$ cat config.mk
export PLATFORM = sky130hd
export DESIGN_NAME = gci_slot_if
export DESIGN_NICKNAME = d
export VERILOG_FILES = /design/src/rtl/gci_pkg.sv /design/src/rtl/gci_sync_edge.sv /design/src/rtl/gci_mode_detect.sv /design/src/rtl/gci_slot_ctrl.sv /design/src/rtl/gci_shifter.sv /design/src/rtl/gci_slot_if.sv
export SDC_FILE = /design/constraint.sdc
export NUM_CORES = 1
export LEC_CHECK = 0
export BUFFER_PORTS_ARGS = -buffer_cell sky130_fd_sc_hd__buf_2
export CAP_MARGIN = 40
export CORE_UTILIZATION = 35
export CTS_CLUSTER_SIZE = 24
export DETAILED_ROUTE_END_ITERATION = 6
export MAX_ROUTING_LAYER = met4
export PLACE_DENSITY = 0.62
export SLEW_MARGIN = 20
export SYNTH_ARGS = -nofsm -noshare
export SYNTH_HDL_FRONTEND = slang
export SYNTH_HIERARCHICAL = 1
export SYNTH_SLANG_ARGS = --single-unit
$ cat constraint.sdc
create_clock -name clk_i -period 6.3 [get_ports clk_i]
set_clock_uncertainty 0.2 [all_clocks]
set_input_delay 0.63 -clock clk_i [delete_from_list [all_inputs] [get_ports clk_i]]
set_output_delay 0.63 -clock clk_i [all_outputs]
set_load 0.01 [all_outputs]
$ cat src/rtl/gci_pkg.sv
package gci_pkg;
  // bit positions in the synchronized line vector
  localparam int unsigned SIG_DCL   = 0;
  localparam int unsigned SIG_FSC   = 1;
  localparam int unsigned SIG_BCLKR = 2;
  localparam int unsigned SIG_DIN   = 3;
  localparam int unsigned SIG_NUM   = 4;

  typedef struct packed {
    logic act;    // selected slot is live
    logic half2;  // second data-clock cycle of the current bit
  } gci_slot_t;
endpackage

$ cat src/rtl/gci_sync_edge.sv
module gci_sync_edge #(
  parameter int unsigned W      = 4,
  parameter int unsigned STAGES = 2
) (
  input  logic         clk_i,
  input  logic         rst_ni,
  input  logic [W-1:0] d_i,
  output logic [W-1:0] lvl_o,
  output logic [W-1:0] rise_o,
  output logic [W-1:0] fall_o
);
  for (genvar i = 0; i < W; i++) begin : g_bit
    logic [STAGES-1:0] chain_q;
    logic              prev_q;

    always_ff @(posedge clk_i or negedge rst_ni) begin
      if (!rst_ni) begin
        chain_q <= '0;
        prev_q  <= 1'b0;
      end else begin
        chain_q <= {chain_q[STAGES-2:0], d_i[i]};
        prev_q  <= chain_q[STAGES-1];
      end
    end

    assign lvl_o[i]  = chain_q[STAGES-1];
    assign rise_o[i] = chain_q[STAGES-1] & ~prev_q;
    assign fall_o[i] = ~chain_q[STAGES-1] & prev_q;
  end
endmodule

$ cat src/rtl/gci_mode_detect.sv
module gci_mode_detect #(
  parameter int unsigned MODE_FRAMES = 2
) (
  input  logic clk_i,
  input  logic rst_ni,
  input  logic bclkr_lvl_i,
  input  logic bclkr_rise_i,
  input  logic frame_rise_i,
  output logic mode_o
);
  localparam int unsigned CW = $clog2(MODE_FRAMES + 1);
  localparam logic [CW-1:0] CNT_SAT = CW'(MODE_FRAMES);
  localparam logic [CW-1:0] CNT_ARM = CW'(MODE_FRAMES - 1);

  logic [CW-1:0] cnt_q;
  logic          mode_q;

  always_ff @(posedge clk_i or negedge rst_ni) begin
    if (!rst_ni) begin
      cnt_q  <= '0;
      mode_q <= 1'b0;
    end else if (bclkr_rise_i) begin
      cnt_q  <= '0;
      mode_q <= 1'b0;
    end else if (bclkr_lvl_i) begin
      cnt_q  <= '0;
    end else if (frame_rise_i) begin
      if (cnt_q != CNT_SAT) cnt_q <= cnt_q + 1'b1;
      if (cnt_q >= CNT_ARM) mode_q <= 1'b1;
    end
  end

  assign mode_o = mode_q;

  p_exit_on_rise_r3: assert property (@(posedge clk_i) disable iff (!rst_ni)
    bclkr_rise_i |=> !mode_q);

  p_entry_on_frame_r2: assert property (@(posedge clk_i) disable iff (!rst_ni)
    $rose(mode_q) |-> ($past(frame_rise_i) && !$past(bclkr_lvl_i)));
endmodule

$ cat src/rtl/gci_slot_ctrl.sv
module gci_slot_ctrl
  import gci_pkg::*;
#(
  parameter int unsigned CH_BITS     = 8,
  parameter int unsigned CYC_PER_BIT = 2,
  parameter int unsigned NUM_CH      = 2,
  parameter int unsigned SEL_W       = 1,
  parameter int unsigned IW          = $clog2(CH_BITS)
) (
  input  logic             clk_i,
  input  logic             rst_ni,
  input  logic             frame_rise_i,
  input  logic             clk_rise_i,
  input  logic             mode_i,
  input  logic [SEL_W-1:0] sel_i,
  output gci_slot_t        slot_o,
  output logic [IW-1:0]    bit_idx_o
);
  localparam int unsigned SLOT_CYC  = CH_BITS * CYC_PER_BIT;
  localparam int unsigned FRAME_CYC = SLOT_CYC * NUM_CH;
  localparam int unsigned CNT_W     = $clog2(FRAME_CYC) + 1;

  logic [CNT_W-1:0] cyc_q, base, offs;
  logic [SEL_W-1:0] sel_q;
  logic             in_win;

  always_ff @(posedge clk_i or negedge rst_ni) begin
    if (!rst_ni) begin
      cyc_q <= '1;  // no slot until the first frame edge
      sel_q <= '0;
    end else if (frame_rise_i) begin
      cyc_q <= '0;
      sel_q <= sel_i;
    end else if (clk_rise_i && (cyc_q != '1)) begin
      cyc_q <= cyc_q + 1'b1;
    end
  end

  always_comb begin
    base      = CNT_W'(sel_q) * CNT_W'(SLOT_CYC);
    in_win    = (cyc_q >= base) && (cyc_q < base + CNT_W'(SLOT_CYC));
    offs      = cyc_q - base;
    bit_idx_o = IW'(offs / CNT_W'(CYC_PER_BIT));
    slot_o.half2 = (offs % CNT_W'(CYC_PER_BIT)) == CNT_W'(CYC_PER_BIT - 1);
    slot_o.act   = mode_i && in_win;
  end

  p_frame_restart_r4: assert property (@(posedge clk_i) disable iff (!rst_ni)
    frame_rise_i |=> (cyc_q == '0));

  p_count_idle_r9: assert property (@(posedge clk_i) disable iff (!rst_ni)
    (!frame_rise_i && !clk_rise_i) |=> $stable(cyc_q));
endmodule

$ cat src/rtl/gci_shifter.sv
module gci_shifter
  import gci_pkg::*;
#(
  parameter int unsigned CH_BITS = 8,
  parameter int unsigned IW      = $clog2(CH_BITS)
) (
  input  logic               clk_i,
  input  logic               rst_ni,
  input  logic               frame_rise_i,
  input  logic               clk_rise_i,
  input  logic               clk_fall_i,
  input  logic               din_i,
  input  logic [CH_BITS-1:0] tx_data_i,
  input  gci_slot_t          slot_i,
  input  logic [IW-1:0]      bit_idx_i,
  output logic               dout_o,
  output logic               dout_oe_o,
  output logic [CH_BITS-1:0] rx_data_o,
  output logic               rx_valid_o
);
  localparam logic [IW-1:0] LAST = IW'(CH_BITS - 1);

  logic [CH_BITS-1:0] tx_q, rx_sh_q;
  logic [IW-1:0]      msb_idx;
  logic               sample;

  assign msb_idx   = LAST - bit_idx_i;
  assign dout_oe_o = slot_i.act;
  assign dout_o    = slot_i.act ? tx_q[msb_idx] : 1'b0;
  assign sample    = slot_i.act && slot_i.half2 && clk_fall_i;

  always_ff @(posedge clk_i or negedge rst_ni) begin
    if (!rst_ni) begin
      tx_q       <= '0;
      rx_sh_q    <= '0;
      rx_data_o  <= '0;
      rx_valid_o <= 1'b0;
    end else begin
      rx_valid_o <= 1'b0;
      if (frame_rise_i) tx_q <= tx_data_i;
      if (sample) begin
        rx_sh_q <= {rx_sh_q[CH_BITS-2:0], din_i};
        if (bit_idx_i == LAST) begin
          rx_data_o  <= {rx_sh_q[CH_BITS-2:0], din_i};
          rx_valid_o <= 1'b1;
        end
      end
    end
  end

  p_dout_hold_r6: assert property (@(posedge clk_i) disable iff (!rst_ni)
    (dout_oe_o && $past(dout_oe_o) && !$past(clk_rise_i) && !$past(frame_rise_i))
      |-> $stable(dout_o));

  p_valid_single_r8: assert property (@(posedge clk_i) disable iff (!rst_ni)
    rx_valid_o |=> !rx_valid_o);
endmodule

$ cat src/rtl/gci_slot_if.sv
module gci_slot_if
  import gci_pkg::*;
#(
  parameter int unsigned CH_BITS     = 8,
  parameter int unsigned CYC_PER_BIT = 2,
  parameter int unsigned NUM_CH      = 2,
  parameter int unsigned MODE_FRAMES = 2,
  parameter int unsigned SYNC_STAGES = 2,
  parameter int unsigned SEL_W       = (NUM_CH > 1) ? $clog2(NUM_CH) : 1
) (
  input  logic               clk_i,
  input  logic               rst_ni,
  input  logic               fsc_i,
  input  logic               dcl_i,
  input  logic               bclkr_i,
  input  logic [SEL_W-1:0]   sel_i,
  input  logic               din_i,
  input  logic [CH_BITS-1:0] tx_data_i,
  output logic               dout_o,
  output logic               dout_oe_o,
  output logic [CH_BITS-1:0] rx_data_o,
  output logic               rx_valid_o,
  output logic               gci_mode_o
);
  localparam int unsigned IW = $clog2(CH_BITS);

  logic [SIG_NUM-1:0] line_d, lvl, rise, fall;
  logic               mode;
  gci_slot_t          slot;
  logic [IW-1:0]      bit_idx;
  logic               unused_edges;

  assign line_d[SIG_DCL]   = dcl_i;
  assign line_d[SIG_FSC]   = fsc_i;
  assign line_d[SIG_BCLKR] = bclkr_i;
  assign line_d[SIG_DIN]   = din_i;

  assign unused_edges = ^{lvl[SIG_DCL], lvl[SIG_FSC], fall[SIG_FSC],
                          fall[SIG_BCLKR], rise[SIG_DIN], fall[SIG_DIN]};

  gci_sync_edge #(.W(SIG_NUM), .STAGES(SYNC_STAGES)) u_sync (
    .clk_i  (clk_i),
    .rst_ni (rst_ni),
    .d_i    (line_d),
    .lvl_o  (lvl),
    .rise_o (rise),
    .fall_o (fall)
  );

  gci_mode_detect #(.MODE_FRAMES(MODE_FRAMES)) u_mode (
    .clk_i        (clk_i),
    .rst_ni       (rst_ni),
    .bclkr_lvl_i  (lvl[SIG_BCLKR]),
    .bclkr_rise_i (rise[SIG_BCLKR]),
    .frame_rise_i (rise[SIG_FSC]),
    .mode_o       (mode)
  );

  gci_slot_ctrl #(
    .CH_BITS(CH_BITS), .CYC_PER_BIT(CYC_PER_BIT), .NUM_CH(NUM_CH),
    .SEL_W(SEL_W), .IW(IW)
  ) u_slot (
    .clk_i        (clk_i),
    .rst_ni       (rst_ni),
    .frame_rise_i (rise[SIG_FSC]),
    .clk_rise_i   (rise[SIG_DCL]),
    .mode_i       (mode),
    .sel_i        (sel_i),
    .slot_o       (slot),
    .bit_idx_o    (bit_idx)
  );

  gci_shifter #(.CH_BITS(CH_BITS), .IW(IW)) u_shift (
    .clk_i        (clk_i),
    .rst_ni       (rst_ni),
    .frame_rise_i (rise[SIG_FSC]),
    .clk_rise_i   (rise[SIG_DCL]),
    .clk_fall_i   (fall[SIG_DCL]),
    .din_i        (lvl[SIG_DIN]),
    .tx_data_i    (tx_data_i),
    .slot_i       (slot),
    .bit_idx_i    (bit_idx),
    .dout_o       (dout_o),
    .dout_oe_o    (dout_oe_o),
    .rx_data_o    (rx_data_o),
    .rx_valid_o   (rx_valid_o)
  );

  assign gci_mode_o = mode;

  p_oe_needs_mode_r7: assert property (@(posedge clk_i) disable iff (!rst_ni)
    dout_oe_o |-> gci_mode_o);
endmodule

# Yosys cells after proc, flatten, opt, wreduce, memory -nomap -nowiden
# Index checks and enable logic that the tools add are counted.
# Widths: inputs -> output; s select.
# totals
inputBits	15
reg_bits	45
wordCells	64
# op_classes
reduce_logical	13
magnitude_cmp	4
addsub	5
eq_ne	4
bitwise	8
muxes	15
# op_table
cell	count
$mux 6	2
$mux 1	8
$mux 2	4
$add 5x5->6 const B	1
$add 6x1->6 const B	1
$ge 6x5->1	1
$lt 6x6->1	1
$ne 6x6->1 const B	1
$reduce_bool 2->1	3
$reduce_bool 3->1	2
$logic_and 1x1->1	5
$and 1x1->1	4
$lt 3x4->1 const B	1
$not 1->1	4
$reduce_and 2->1	2
$sub 4x1->4 const B	1
$bmux 1 s3	1
$eq 3x3->1 const B	1
$reduce_and 3->1	1
$sub 3x3->3 const A	1
$add 2x1->2 const B	1
$ge 2x1->1 const B	1
$ne 2x1->1 const B	1
$ne 2x2->1 const B	1

# Logic depth before layout (Yosys ltp)
# Gate-level depths: netlist (run 1).
# depth
word_depth	7
mapped_depth	8

# By module
# Netlist (run 1), hierarchy kept.
# by_module_without_submodules
module	seq_area_each_um2	cells_each	n_inst	area_each_um2
gci_shifter	600.6	59	1	1021.0
gci_slot_ctrl	182.7	57	1	533.0
gci_sync_edge	300.3	24	1	380.4
gci_mode_detect	75.1	15	1	175.2

# Least setup slack after synthesis (run 1)
# OpenSTA, ideal clock, no wires.
# synth_path
path_kind	register to output
startpoint	reg u_slot.cyc_q[4]
endpoint	out dout_o
path_slack_ns	3.100
stages_incl_launch_ff	8
arrival_time_ns	2.370
cell_sequence	dfstp_2 -> inv_1 -> ha_1 -> nor4b_1 -> nor3b_1 -> nor4b_1 -> o31ai_1 -> a311oi_1
# synth_rtl
item	line	rtl
start, declared	gci_slot_ctrl.sv:23	logic [CNT_W-1:0] cyc_q, base, offs;
start signal, assigned	gci_slot_ctrl.sv:35	cyc_q <= cyc_q + 1'b1;
end, declared	gci_slot_if.sv:19	output logic dout_o,

# Final worst setup path (run 1)
# layout_path
startpoint	reg u_slot.cyc_q[4]
endpoint	out dout_o
# layout_between
elab_chain_len	4
# layout_rtl
item	line	rtl
$ge 6x5->1 / $lt 6x6->1 (equally long branches)	gci_slot_ctrl.sv:41	in_win = (cyc_q >= base) && (cyc_q < base + CNT_W'(SLOT_CYC));
$logic_and 1x1->1 *	gci_slot_ctrl.sv:41	
$logic_and 1x1->1 *	gci_slot_ctrl.sv:45	slot_o.act = mode_i && in_win;
$mux 1 *	gci_shifter.sv:29	assign dout_o = slot_i.act ? tx_q[msb_idx] : 1'b0;
# Mark *: on every way between the ends. The rest lies on a longest branch, timed or not.

==> run summary, run 1 <==
Drt total wl: 3380 um
Routed length per instance: 13.7 um
Die ar.: 0.00615 mm^2
Mean Syn Cell Area: 13.8 um^2
Site Rows: 27
Diodes inserted: 0
Pre-CTS setup slack: 2860 ps
Largest net degree at the start of global routing: 29
Critical Path Max Stage Delay: 560 ps
Vias/cell: 4.82
R2R depth: 9
Die Y: 78.4 um
Gpl congestion: 0.824
Hold Path Class: in -> async
Placed cell count: 238
Final period utilization: 55.3%
Die Wd: 78.4 um
CP endpoint kind: output port
GR Util All Layers: 13.0%
CTS resizes: 0
VDD IR max: 0.145 mV
DR iter-0 viols: 42
Total gr overflow: 0
TritonCTS clock tree: built
Power Internal: 442 uW
PD cells: 257 mW/mm^2
Area Growth Syn to Fin: 13.9%
CP endpoint: dout_o
Crit Reg-Reg Endpoint: u_shift/rx_data_o[3]
Worst-Skew Late Latency: 300 ps
Reg power frac: 55.8%
CTS Buf Count: 5
NetSw: 157 uW
Worst setup SP type: register
First-pass GRT wire length: 5930 um
Postcts setup bufs: 0
Crit path max fanout: 4
Initial core utilization: 36.7%
Worst R2R Setup Slack: 3360 ps
Final setup fails: 0
I/O Pins: 27
Final nets: 196
Total negative slack: 0 ps
Vias in the first global route: 1254
Rel. slew slack: 60.7%
DRT antenna net count: 0
Most used cell along the critical path: nor4b_1
Dpl hpwl: 2290 um
Fill count: 544
Setup CP Type: reg -> out
Ys Warns: 6
Critical Path Stages: 9
CTS root buffer: clkbuf_8
Slew Limit Fails: 0
Crit-path leading delay family: simple AND/OR/NAND/NOR gates
Critical Path AT: 2660 ps
Power share of the combinational group: 12.4%
Start point of the critical path: u_slot/cyc_q[4]
RSZ-0062 raised after global routing: false
Slew @ Worst Pin: 588 ps
Port Buffers: 26
CP required: 5470 ps
F_max: 287 MHz
Synthesized net count: 170
LEAKAGE: 0.00108 uW
Share of layout cells above drive strength 1: 44.6%
Core Region: 0.00557 mm^2
Vias: 1190
Initial antenna violation count: 0
Hold Buf Count CTS: 0
Critical-path top delay cell: dfstp_2
Status: complete, no violations
Finished Layout Cells: 247
Pre-antenna DRT Iters: 5
Final hold vios: 0
Worst-path clk slew: 90 ps
Post-Syn Instances: 148
Post-route setup slack: 2810 ps
Clock tree sinks: 45
DRC viols: 0
Max H-tree Level: 2
Final Critical Period: 3490 ps
# Max-Cap Violations: 0
Syn Std Cell Area: 0.00204 mm^2
Clock buffer depth: 2
Worst r2r src: u_slot/cyc_q[4]
Clock Power Share: 31.8%
Crit-path cells: inv_1, ha_1, nor4b_1, nor3b_1, nor4b_1, clkbuf_2, o31ai_1, a311oi_1, buf_2
CP bufs+invs: 3
Sw frac: 26.2%
-- worst min-delay path by stage --
stage	from	end	slack (ps)	depth (start not counted)
2_1_floorplan	rst_ni	u_mode/cnt_q[0]	130	0
3_3_place_gp	u_sync/g_bit[3].chain_q[0]	u_sync/g_bit[3].chain_q[1]	130	0
3_5_place_dp	u_sync/g_bit[2].chain_q[0]	u_sync/g_bit[2].chain_q[1]	140	0
4_1_cts	rst_ni	u_shift/rx_data_o[6]	70	1
5_1_grt	rst_ni	u_shift/rx_data_o[6]	90	1
6_report	rst_ni	u_shift/rx_data_o[5]	60	1
-- routing by layer --
| metal | global-route usage, % | vias up | part of all wire [%] |
|---|---|---|---|
| met5 | - | - | 0 |
| met4 | 5.00 | 0 | 1.6 |
| met3 | 3.84 | 7 | 5.6 |
| met2 | 19.4 | 34 | 43 |
| met1 | 16.7 | 583 | 49 |
| li1 | - | 566 | - |
-- registers in the layout, summed over array words and instances, names as in the netlist --
name                  cells
u_mode/cnt_q              2
u_shift/rx_sh_q           7
u_sync/g_bit.chain_q      8
u_slot/sel_q              1
u_shift/tx_q              8
u_shift/rx_valid_o        1
u_mode/mode_o             1
u_slot/cyc_q              6
u_shift/rx_data_o         8
u_sync/g_bit.prev_q       3
-- final cells by class --
class,instances,area [um^2],share of cell area (%)
Tap cell,72,90.1,3.87
Clock inverter,2,16.3,0.699
Multi-Input combinational cell,84,810,34.8
Sequential cell,45,1130,48.7
Timing Repair Buffer,29,163,6.99
Inverter,9,33.8,1.45
Clock buffer,6,82.6,3.55
-- power groups by stage --
stage	combinational, uW	sequential [uW]	clock [uW]
global placement	70.2	339	0
global route	82.6	338	208
CTS	74.2	334	199
finish	74.4	334	190
floorplan	65.1	330	0
detailed placement	72.7	340	0
-- cells in the final DEF, fill, tap and decap left out, types with 2 or more instances in the layout --
cell type / instances
a211oi_1: 2
a311oi_1: 2
buf_2: 26
clkbuf_8: 6
dfrtp_1: 39
dfstp_2: 6
ha_1: 7
inv_1: 9
mux2_2: 16
mux2_4: 8
mux2i_1: 2
nand2_1: 3
nand3_2: 2
nand4_1: 2
nor2_1: 5
nor2b_1: 5
nor3_1: 2
nor3_2: 2
nor3b_1: 4
nor4_1: 2
nor4b_1: 2
-- per-stage QoR --
stage	utilization, %	hold slack, ps	power (uW)	area, um^2
after floorplan	-	131	395	2040
after global placement	39.6	133	409	2200
after detailed placement	39.9	137	413	2220
after CTS	41.7	71.2	607	2320
after global routing	41.8	87.8	628	2330
final	41.8	63.5	599	2330
Note: power is estimated with default switching activity, not from simulation.
==> run 2, diff against run 1 <==
- PLACE_DENSITY: 0.62 -> 0.64
- clock period: 6.3 -> 3 ns (I/O delays scaled with it)
==> run 2 against run 1 <==
Against the previous run:
- die area unchanged
- count of clock-buffer cells in the layout unchanged
- via count is 3.1% higher
- critical path depth unchanged
- global-route usage is 0.70 points lower
- total power rose by 120%
- utilization increased by 2.0 points
- sequential share of layout area decreased by 2.3 points
- worst hold slack got worse by 30 ps
- critical endpoint unchanged
- clock power increased by 140%
==> run summary, run 2 (synthesis gave the netlist of run 1 again) <==
Max H-tree Level: 2 (unchanged)
I/O Pins: 27 (unchanged)
Die Y: 78.4 um (unchanged)
Port Buffers: 26 (unchanged)
PD cells: 541 mW/mm^2 (was 257 mW/mm^2)
VDD IR max: 0.342 mV (was 0.145 mV)
Slew Limit Fails: 0 (unchanged)
Final nets: 204 (was 196)
Initial core utilization: 36.7% (unchanged)
Rel. slew slack: 55.2% (was 60.7%)
Status: complete, no violations (unchanged)
LEAKAGE: 0.00113 uW (was 0.00108 uW)
Area Growth Syn to Fin: 19.5% (was 13.9%)
Share of layout cells above drive strength 1: 45.9% (was 44.6%)
WHS Path Cells: 2
Worst R2R Setup Slack: 180 ps (was 3360 ps)
Hold Path Class: in -> reg (was in -> async)
DRC viols: 0 (unchanged)
DR iter-0 viols: 66 (was 42)
Diodes inserted: 0 (unchanged)
Commonest non-fill, non-tap cell in the layout: dfrtp_1 (unchanged)
DRT antenna net count: 0 (unchanged)
Slew @ Worst Pin: 671 ps (was 588 ps)
Commonest non-fill, non-tap cells in the layout: dfrtp_1 (39), buf_2 (26), mux2_2 (16) (unchanged)
Crit path max fanout: 3 (was 4)
Final setup fails: 0 (unchanged)
Vias: 1227 (was 1190)
Register area: 0.00113 mm^2 (unchanged)
Pre-antenna DRT Iters: 4 (was 5)
CTS root buffer: clkbuf_8 (unchanged)
Final Critical Period: 2850 ps
Total gr overflow: 0 (unchanged)
Routed length per instance: 13.1 um (was 13.7 um)
Final hold vios: 0 (unchanged)
Drt total wl: 3340 um (was 3380 um)
Initial antenna violation count: 0 (unchanged)
Critical Path Max Stage Delay: 570 ps (was 560 ps)
CP required: 2500 ps (was 5470 ps)
Dpl hpwl: 2250 um (was 2290 um)
Die Wd: 78.4 um (unchanged)
TritonCTS clock tree: built (unchanged)
Pre-CTS setup slack: 177 ps (was 2860 ps)
# Max-Cap Violations: 0 (unchanged)
Fill count: 518 (was 544)
Hold_sp: tx_data_i[0]
Multi-input gate area: 833 um^2 (was 810 um^2)
Vias/cell: 4.81 (was 4.82)
Die ar.: 0.00615 mm^2 (unchanged)
GR Util All Layers: 12.3% (was 13.0%)
CTS Buf Count: 5 (unchanged)
Critical Path AT: 2350 ps (was 2660 ps)
Final core utilization: 43.8% (was 41.8%)
R2R depth: 10 (was 9)
Gpl congestion: 0.760 (was 0.824)
CP endpoint kind: output port (unchanged)
Clock tree sinks: 45 (unchanged)
Crit-path cells: inv_4, ha_4, nor4b_2, nor3b_1, nor4b_1, buf_4, o31ai_2, a311oi_1, buf_2 (was inv_1, ha_1, nor4b_1, nor3b_1, nor4b_1, clkbuf_2, o31ai_1, a311oi_1, buf_2)
Worst r2r src: u_slot/cyc_q[4] (unchanged)
Clock buffer depth: 2 (unchanged)
Worst-Skew Late Latency: 290 ps (was 300 ps)
Hold worst-path end: u_shift/tx_q[0]
Top flop regs: u_shift/rx_data_o (8), u_shift/tx_q (8), u_sync/g_bit.chain_q (8) (unchanged)
Worst setup SP type: register (unchanged)
Crit Reg-Reg Endpoint: u_shift/rx_data_o[1] (was u_shift/rx_data_o[3])
Site Rows: 27 (unchanged)
Worst-path clk slew: 80 ps (was 90 ps)
First-pass GRT wire length: 5530 um (was 5930 um)
Critical-path top delay cell: dfstp_2 (unchanged)
Post-route setup slack: 151 ps (was 2810 ps)
Final period utilization: 95.0%
Setup CP Type: reg -> out (unchanged)
Largest net degree at the start of global routing: 27 (was 29)
Vias in the first global route: 1198 (was 1254)
F_max: 351 MHz
Core Region: 0.00557 mm^2 (unchanged)
RSZ-0062 raised after global routing: true (was false)
==> run 2: area by class of cell <==
class                      instances  area share (%)
sequential                        45            46.4
multi-input combinational         84            34.1
timing repair buffer              37            9.73
tap                               72            3.69
clock buffer                       6            2.97
clock inverter                     2            1.59
inverter                           9            1.49
==> run 2: repair_timing <==
action | CTS | global route
gates resized for setup | 1 | 4
endpoints found under the hold margin | 20 | 0
hold buffers | 5 | 0
endpoints found under the setup margin | 1 | 9
pin swaps | 0 | 5
setup buffers | 1 | 2
==> run 2: metal layers <==
| metal | share of wire [%] | GRT usage [%] | routed length, um | vias up |
|---|---|---|---|---|
| met5 | 0 | - | 0 | - |
| met4 | 1.0 | 4.44 | 34 | 0 |
| met3 | 4.5 | 4.53 | 150 | 4 |
| met2 | 46 | 17.7 | 1540 | 31 |
| met1 | 49 | 15.9 | 1620 | 605 |
| li1 | - | - | - | 587 |
==> run 2: report_power, final <==
group	switching [uW]	total [uW]	internal, uW	leakage (uW)
clock	200	450	250	0.0000554
combinational	76.4	165	89.0	0.000514
sequential	48.6	706	658	0.000561
==> run 2: worst max path at each step <==
| stage | from | to | slack (ps) | cells past startpoint |
|---|---|---|---|---|
| after floorplan | u_slot/cyc_q[4] | u_shift/rx_data_o[0] | 90 | 8 |
| after global placement | u_slot/cyc_q[4] | u_shift/rx_data_o[4] | 220 | 9 |
| after detailed placement | u_slot/cyc_q[4] | u_shift/rx_data_o[2] | 180 | 9 |
| after CTS | u_slot/cyc_q[4] | dout_o | 4 | 9 |
| after global routing | u_slot/cyc_q[4] | dout_o | -20 | 9 |
| final | u_slot/cyc_q[4] | dout_o | 150 | 9 |
==> run 2: stage by stage <==
| step | instances | power [uW] | instance area (um^2) | TNS, ps | hold slack, ps |
|---|---|---|---|---|---|
| 5_1_grt | 255 | 1390 | 2440 | -23.1 | 23.7 |
| 2_1_floorplan | 148 | 829 | 2040 | 0 | -196 |
| 4_1_cts | 253 | 1330 | 2410 | 0 | 27.8 |
| 3_3_place_gp | 238 | 863 | 2210 | 0 | 132 |
| 6_report | 255 | 1320 | 2440 | 0 | 34.0 |
| 3_5_place_dp | 239 | 868 | 2230 | 0 | 84.8 |
==> run 2: worst max-delay path, delay by kind of cell, from the launching register on <==
family                   cells  cell delay, ps
AND/OR/NAND/NOR              3             620
flip-flops                   1             570
buffers and inverters        3             390
AO/OA/AOI/OAI                2             260
adder cells (fa/ha/maj)      1             210
